### config.mk
export PLATFORM = sky130hd
export DESIGN_NAME = pinopt_ctrl
export DESIGN_NICKNAME = d
export VERILOG_FILES = /design/src/rtl/pinopt_pkg.sv /design/src/rtl/pinopt_regs.sv /design/src/rtl/pinopt_strobe_mux.sv /design/src/rtl/pinopt_ctrl.sv
export SDC_FILE = /design/constraint.sdc
export NUM_CORES = 1
export LEC_CHECK = 0
export BUFFER_PORTS_ARGS = -buffer_cell sky130_fd_sc_hd__buf_2
export CAP_MARGIN = 20
export CORE_AREA = 2 2 56 58
export CTS_CLUSTER_SIZE = 8
export DETAILED_ROUTE_END_ITERATION = 8
export DIE_AREA = 0 0 58 60
export REMOVE_ABC_BUFFERS = 1
export SYNTH_ARGS = -nofsm -noshare
export SYNTH_HDL_FRONTEND = slang
export SYNTH_SLANG_ARGS = --single-unit
### constraint.sdc
create_clock -name clk -period 3 [get_ports clk]
set_clock_uncertainty 0.1 [all_clocks]
set_input_delay 0.45 -clock clk [delete_from_list [all_inputs] [get_ports clk]]
set_output_delay 0.45 -clock clk [all_outputs]
set_load 0.02 [all_outputs]
### src/rtl/pinopt_pkg.sv
package pinopt_pkg;

    localparam logic [7:0] OPT_ADDR     = 8'h86;
    localparam logic [7:0] P4_ADDR      = 8'hD8;
    localparam logic [7:0] P4_IMPL_MASK = 8'b0110_1111;
    localparam int         P4_ALE_BIT   = 5;
    localparam int         P4_PSEN_BIT  = 6;
    localparam int         HIDRV_W      = 4;

    typedef struct packed {
        logic               spare;
        logic               psen_gpio;
        logic               ale_gpio;
        logic [HIDRV_W-1:0] hidrv;
        logic               p0_pullup;
    } opt_reg_t;

    function automatic opt_reg_t opt_from_byte(input logic [7:0] b);
        opt_reg_t r;
        r       = opt_reg_t'(b);
        r.spare = 1'b0;
        return r;
    endfunction

    function automatic logic [7:0] p4_merge(input logic [7:0] old_lat,
                                            input logic [7:0] new_dat);
        return (new_dat & P4_IMPL_MASK) | (old_lat & ~P4_IMPL_MASK);
    endfunction

    function automatic logic [7:0] p4_readback(input logic [7:0] lat);
        return (lat & P4_IMPL_MASK) | ~P4_IMPL_MASK;
    endfunction

    function automatic logic is_p4_bit_addr(input logic [7:0] a);
        return a[7:3] == P4_ADDR[7:3];
    endfunction

endpackage

### src/rtl/pinopt_regs.sv
module pinopt_regs
    import pinopt_pkg::*;
(
    input  logic       clk,
    input  logic       rst,
    input  logic [7:0] sfr_addr,
    input  logic       sfr_wr,
    input  logic [7:0] sfr_wdata,
    input  logic       bit_wr,
    input  logic [7:0] bit_addr,
    input  logic       bit_val,
    output opt_reg_t   opt_q,
    output logic [7:0] p4_lat_q,
    output logic [7:0] sfr_rdata
);

    logic       opt_hit;
    logic       p4_hit;
    logic       bit_hit;
    logic [2:0] bit_idx;
    logic [7:0] bit_next;

    assign opt_hit = sfr_wr && (sfr_addr == OPT_ADDR);
    assign p4_hit  = sfr_wr && (sfr_addr == P4_ADDR);
    assign bit_idx = bit_addr[2:0];
    assign bit_hit = bit_wr && is_p4_bit_addr(bit_addr) && P4_IMPL_MASK[bit_idx];

    always_comb begin
        bit_next          = p4_lat_q;
        bit_next[bit_idx] = bit_val;
    end

    always_ff @(posedge clk) begin
        if (rst) begin
            opt_q <= '0;
        end else if (opt_hit) begin
            opt_q <= opt_from_byte(sfr_wdata);
        end
    end

    always_ff @(posedge clk) begin
        if (rst) begin
            p4_lat_q <= 8'hFF;
        end else if (p4_hit) begin
            p4_lat_q <= p4_merge(p4_lat_q, sfr_wdata);
        end else if (bit_hit) begin
            p4_lat_q <= bit_next;
        end
    end

    always_comb begin
        unique case (sfr_addr)
            OPT_ADDR: sfr_rdata = 8'(opt_q);
            P4_ADDR:  sfr_rdata = p4_readback(p4_lat_q);
            default:  sfr_rdata = 8'h00;
        endcase
    end

endmodule

### src/rtl/pinopt_strobe_mux.sv
module pinopt_strobe_mux #(
    parameter logic IDLE_LEVEL = 1'b0
) (
    input  logic clk,
    input  logic rst,
    input  logic strobe_in,
    input  logic gpio_req,
    input  logic off_req,
    input  logic gpio_val,
    output logic pin_out,
    output logic gpio_mode
);

    logic sel_q;
    logic off_q;
    logic at_idle;

    assign at_idle = (strobe_in == IDLE_LEVEL);

    always_ff @(posedge clk) begin
        if (rst) begin
            sel_q <= 1'b0;
            off_q <= 1'b0;
        end else if (at_idle) begin
            sel_q <= gpio_req;
            off_q <= off_req;
        end
    end

    always_comb begin
        if (sel_q) begin
            pin_out = gpio_val;
        end else if (off_q) begin
            pin_out = IDLE_LEVEL;
        end else begin
            pin_out = strobe_in;
        end
    end

    assign gpio_mode = sel_q;

endmodule

### src/rtl/pinopt_ctrl.sv
module pinopt_ctrl
    import pinopt_pkg::*;
#(
    parameter int P0_WIDTH = 8
) (
    input  logic                clk,
    input  logic                rst,
    input  logic [7:0]          sfr_addr,
    input  logic                sfr_wr,
    input  logic [7:0]          sfr_wdata,
    output logic [7:0]          sfr_rdata,
    input  logic                bit_wr,
    input  logic [7:0]          bit_addr,
    input  logic                bit_val,
    input  logic                core_ale,
    input  logic                core_psen,
    input  logic                aux_ale_off,
    output logic [P0_WIDTH-1:0] p0_pullup_en,
    output logic [3:0]          p3_hidrv,
    output logic [3:0]          p4_low_out,
    output logic                ale_pin,
    output logic                ale_pad_gpio,
    output logic                psen_pin,
    output logic                psen_pad_gpio
);

    opt_reg_t   opt_q;
    logic [7:0] p4_lat_q;

    pinopt_regs u_regs (
        .clk       (clk),
        .rst       (rst),
        .sfr_addr  (sfr_addr),
        .sfr_wr    (sfr_wr),
        .sfr_wdata (sfr_wdata),
        .bit_wr    (bit_wr),
        .bit_addr  (bit_addr),
        .bit_val   (bit_val),
        .opt_q     (opt_q),
        .p4_lat_q  (p4_lat_q),
        .sfr_rdata (sfr_rdata)
    );

    generate
        for (genvar i = 0; i < P0_WIDTH; i++) begin : g_p0_pull
            assign p0_pullup_en[i] = opt_q.p0_pullup;
        end
        for (genvar j = 0; j < HIDRV_W; j++) begin : g_p3_drive
            assign p3_hidrv[j] = opt_q.hidrv[j];
        end
    endgenerate

    assign p4_low_out = p4_lat_q[3:0];

    pinopt_strobe_mux #(.IDLE_LEVEL(1'b0)) u_ale_mux (
        .clk       (clk),
        .rst       (rst),
        .strobe_in (core_ale),
        .gpio_req  (opt_q.ale_gpio),
        .off_req   (aux_ale_off),
        .gpio_val  (p4_lat_q[P4_ALE_BIT]),
        .pin_out   (ale_pin),
        .gpio_mode (ale_pad_gpio)
    );

    pinopt_strobe_mux #(.IDLE_LEVEL(1'b1)) u_psen_mux (
        .clk       (clk),
        .rst       (rst),
        .strobe_in (core_psen),
        .gpio_req  (opt_q.psen_gpio),
        .off_req   (1'b0),
        .gpio_val  (p4_lat_q[P4_PSEN_BIT]),
        .pin_out   (psen_pin),
        .gpio_mode (psen_pad_gpio)
    );

endmodule

Yosys cells after proc, flatten, opt, wreduce, memory -nomap -nowiden --
Memories as Yosys holds them, arrays and structs flattened. Cells that the tools add are included. Widths: inputs -> output; s select.
Storage, ports and cells: memories 1, bits in read-only memories 8, flip-flop bits (word level) 18, output and inout port bits 28, bits of input ports 32
Cells by class: bitwise operators 1, equal/unequal tests 3, reductions and logical operators 6, magnitude comparators 2, muxes and demuxes 10
Memories:
- (no name shown) | depth 8, width 1, read ports 1, clocked after memory_dff 0, write ports 0, line pinopt_regs.sv:26 | assign bit_hit = bit_wr && is_p4_bit_addr(bit_addr) && P4_IMPL_MASK[bit_idx];
Operators by type and width (number):
- $eq 8x8->1 const B | 2
- $mux 8 | 2
- $pmux 8 s2 | 1
- $bwmux 8 | 1
- $or 7x8->8 | 1
- $eq 5x5->1 const B | 1
- $logic_and 1x1->1 | 5
- $mux 1 | 5
- $lt 3x4->1 const B | 1
- $demux 1 s3 | 1
- $ge 3x1->1 const B | 1
- $reduce_bool 2->1 | 1

Logic depth before layout (Yosys ltp) --
depth in word-level cells 7, mapped depth 5, gate-level depth less buffers 4

Cells and area by module --
A second synthesis with hierarchy kept.
Second synthesis, totals: cell total of the unflattened synthesis 117, area total of the unflattened synthesis 1043.5 µm²
By module, submodules not included:
- pinopt_regs | area each 824.5 µm², cells an instance 91, instances 1
- pinopt_strobe_mux at u_ale_mux | area each 82.6 µm², cells an instance 9, instances 1
- pinopt_strobe_mux at u_psen_mux | area each 80.1 µm², cells an instance 9, instances 1
- pinopt_ctrl | area each 56.3 µm², cells an instance 8, instances 1

Least setup slack after synthesis --
No wires, ideal clock.
kind input to output, from input sfr_addr[0], to output sfr_rdata[0], required time 2.450 ns, arrival 1.731 ns, cell stages on the path 3, buffers on the path 0, setup slack 0.719 ns, cells stage by stage or3b_4 -> nor2_1 -> a22o_1
Between the ends: cells in the longest elaborated chain, start to end 2
Ends and longest elaborated chain:
- start, declared | line pinopt_ctrl.sv:8 | input logic [7:0] sfr_addr,
- $eq 8x8->1 | line pinopt_regs.sv:52 | unique case (sfr_addr)
- $pmux 8 s2 * | line pinopt_regs.sv:52
- end, declared | line pinopt_ctrl.sv:11 | output logic [7:0] sfr_rdata,
Mark *: on every way between the ends. The rest lies on a longest branch, timed or not.

Worst setup path in the final report --
from input sfr_addr[0], to output sfr_rdata[5]
The elaborated chain is that of the path after synthesis.

==> impl_summary.txt <==
----------------------------------------------------
[Power and ir drop]
  Switching Power ... 98.3 uW
  Power share of the clock group ... 34.7%
  Internal power of the cells ... 312 uW
  Worst supply voltage drop on vdd ... 0.273 mV
  Share of total power in combinational logic ... 13.1%
  Static Leak ... 0.628 nW
  Sequential cell fraction of total power ... 52.2%
  Pwr per Cell Area ... 327 nW/um2
  Switching share of power ... 24.0%

[Job]
  Max-Cap Viols ... 0

[Synthesis]
  Avg Synthesized Cell Area ... 9.12 um2
  Largest area contributor in the synthesized netlist ... sky130_fd_sc_hd__dfxtp_1
  Share of flip-flops with an asynchronous set or reset after synthesis ... 0%
  Yosys warnings ... 0
  Number of library cell types mapped by synthesis ... 30
  Synth top area cells ... sky130_fd_sc_hd__dfxtp_1 34%, sky130_fd_sc_hd__mux2i_1 11%, sky130_fd_sc_hd__nor2_1 6.3%
  Post-synth top cells ... 16 x sky130_fd_sc_hd__dfxtp_1, 16 x sky130_fd_sc_hd__nor2_1, 10 x sky130_fd_sc_hd__mux2i_1
  Synth Cell Area ... 948 um2
  Flip-flop and latch count after synthesis ... 16
  Number of enable-type register cells in the synthesized netlist ... 0
  Post-Synthesis Cells ... 104
  Register area share after synthesis ... 33.8%
  Main synth FF type ... sky130_fd_sc_hd__dfxtp_1
  Fraction of post-synthesis cell area in the top cell type by area ... 33.8%

[Placement]
  Placer Congestion ... 0.776
  Placed cell areas ... 1220 um2
  IO buf count ... 58
  DP HPWL ... 1.98 mm

[Clock network]
  Clock latency reported for the late side of the worst-skew pair ... 0.29 ns
  Max clock buf depth ... 2
  Sinks on Clock Net ... 16
  H-tree depth ... 1
  Clock edge transition at the registers on the reported setup and hold paths ... 0.10 ns
  Number of hold buffers added after cts ... 0
  CTS buffer count ... 3
  Gates resized, CTS repair ... 0
  Library cell used as clock root buffer ... sky130_fd_sc_hd__clkbuf_4
  Clock tree from TritonCTS ... built
  Post-CTS setup-driven buffer insertion count ... 0

[Floorplanning]
  Chip Height ... 60 um
  DIE WIDTH ... 58 um
  Core footprint ... 2900 um2
  Total die area ... 3480 um2
  Boundary pin count ... 60
  Num rows ... 20
  Initial standard-cell utilization of the core ... 32.7%

[Timing]
  Count of final hold-check violations ... 0
  Final number of setup-violating endpoints ... 0
  Clock period minus final worst setup slack ... 2.41 ns
  Transition time of the tightest slew-check pin ... 0.706 ns
  RSZ-0062 raised after global routing ... false
  Final sum of negative setup slack ... 0 ns
  Count of final max-slew check failures ... 0
  Highest clock rate ... 415 MHz
  Final critical-path share of the clock period ... 80.3%
  Post-route worst hold slack ... 0.291 ns
  Worst-case headroom to the max-slew limit ... 52.6%

[Layout]
  Final core utilization ... 43.3%
  Antenna diode count ... 0
  Number of fillers in the final layout ... 312
  Fraction of final layout cells with drive strength greater than 1 ... 43.7%
  P&R area growth vs syn ... 32.5%
  Fin nets ... 191
  Final instance area ... 1260 um2
  Area used by multi-input combinational logic ... 542 um2
  Register area ... 320 um2

[Global route]
  Antenna violations before repair ... 0
  Total congestion overflow after global routing ... 0
  Overall global routing resource usage ... 15.1%
  Global-route wire length before repair ... 3.96 mm
  Vias in the first global route ... 884
  Maximum number of pins on one net before global-route repair ... 17

[Hold path]
  Path class of the lowest-slack min-delay path ... in2reg
  Depth of the worst hold-timing path ... 3

[Worst setup path]
  Most frequent CP cell ... sky130_fd_sc_hd__buf_2
  Cell with the largest stage delay on the worst path ... sky130_fd_sc_hd__nor2_1
  Depth of the worst register-to-register path ... 3
  Total buffers and inverters traversed by the critical path ... 2
  Arrival time of data at the critical path endpoint ... 1.86 ns
  Cell family with most CP delay ... simple AND/OR/NAND/NOR gates
  Critical path start-end classification ... in2out
  Cell-by-cell listing of the critical path ... buf_2, or3b_4, nor2_1, a22o_1, buf_2
  CP peak stage delay ... 0.52 ns
  Category of the worst setup path capture point ... output port
  Sort of element at the start of the critical path ... primary input
  Crit. path cell count ... 5
  Critical-path maximum fanout ... 8
  Worst path required time ... 2.45 ns

[Route]
  Detailed Route Iter0 Violations ... 18
  Via density ... 5.06
  Total via count after detailed routing ... 966
  Number of search-and-repair iterations in the first detailed-routing pass ... 4
  Total routed wirelength ... 2.54 mm
  Average detailed-routed wire length per instance ... 13.3 um
  Post-route DRC ... 0
  Antenna violation net count after detailed routing ... 0

[Run status]
  Outcome ... finished clean

----------------------------------------------------
-- tightest hold or removal path, stage by stage --
cell                      delay (ns)
sky130_fd_sc_hd__buf_2          0.08
sky130_fd_sc_hd__mux2i_1        0.05
sky130_fd_sc_hd__nor2_1         0.07
-- stage by stage --
| stage | setup slack [ns] | power (mW) | cells |
|---|---|---|---|
| detailed placement | 0.559 | 0.273 | 187 |
| global placement | 0.567 | 0.271 | 187 |
| global route | 0.363 | 0.429 | 191 |
| finish | 0.591 | 0.410 | 191 |
| CTS | 0.554 | 0.419 | 191 |
| floorplan | 0.693 | 0.239 | 95 |
-- power by group through the flow --
stage | Clock, mW | Sequential [mW] | Combinational (mW)
floorplan | 0 | 0.219 | 0.0199
global placement | 0 | 0.219 | 0.0523
detailed placement | 0 | 0.219 | 0.0539
CTS | 0.151 | 0.214 | 0.0542
global route | 0.155 | 0.214 | 0.0597
finish | 0.142 | 0.214 | 0.0539
-- worst paths after layout --
check                     startpoint                 end  slack [ns]
setup reg to reg  u_regs.p4_lat_q[6]  u_regs.p4_lat_q[6]        2.05
hold / removal           aux_ale_off     u_ale_mux.off_q        0.29
setup / recovery         sfr_addr[0]        sfr_rdata[5]        0.59
hold reg to reg      u_ale_mux.off_q     u_ale_mux.off_q        0.40
-- cells by family (layout without fill, tap and decap cells) --
| kind of cell | count (synthesis) | count (layout) | synth area share [%] |
|---|---|---|---|
| simple gates | 38 | 38 | 23.4 |
| compound gates | 25 | 25 | 22.0 |
| buf+inv | 14 | 68 | 9.10 |
| flops | 16 | 16 | 33.8 |
| mux | 11 | 11 | 11.7 |
-- placed cells by master, fill, tap and decap left out, drive strengths merged --
cell type	count
o31ai	2
o21ai	1
a22o	6
inv	5
o311a	4
nand4b	2
nand2b	1
clkbuf	4
buf	59
or3b	1
mux2	1
and3	1
or2	3
dfxtp	16
nor4	1
nor4bb	1
nand4bb	1
nor3	1
or4	1
o21bai	5
mux2i	10
nand2	6
o311ai	1
o41ai	4
a21o	2
nand3	2
nor2	16
or4b	1
-- state kept, by name, summed over array words and instances (netlist names) --
signal and cells:
u_ale_mux.gpio_mode 1, u_ale_mux.off_q 1, u_psen_mux.gpio_mode 1, u_regs.opt_q 7
u_regs.p4_lat_q 6
-- metal layers --
layer,up-vias,GRT usage (%),wire length [um]
li1,488,-,-
met1,437,18.4,1180
met2,39,26.3,1160
met3,2,4.98,195
met4,0,2.33,12
met5,-,0,0
-- cell type report --
class                   count  share of cell area, %
inverters                   5                   1.49
well taps                  33                   3.29
clock buffers               4                   2.89
multi-input cells          74                   43.1
repair buffers             59                   23.7
flip-flops and latches     16                   25.5
(Power assumes the default switching activity.)
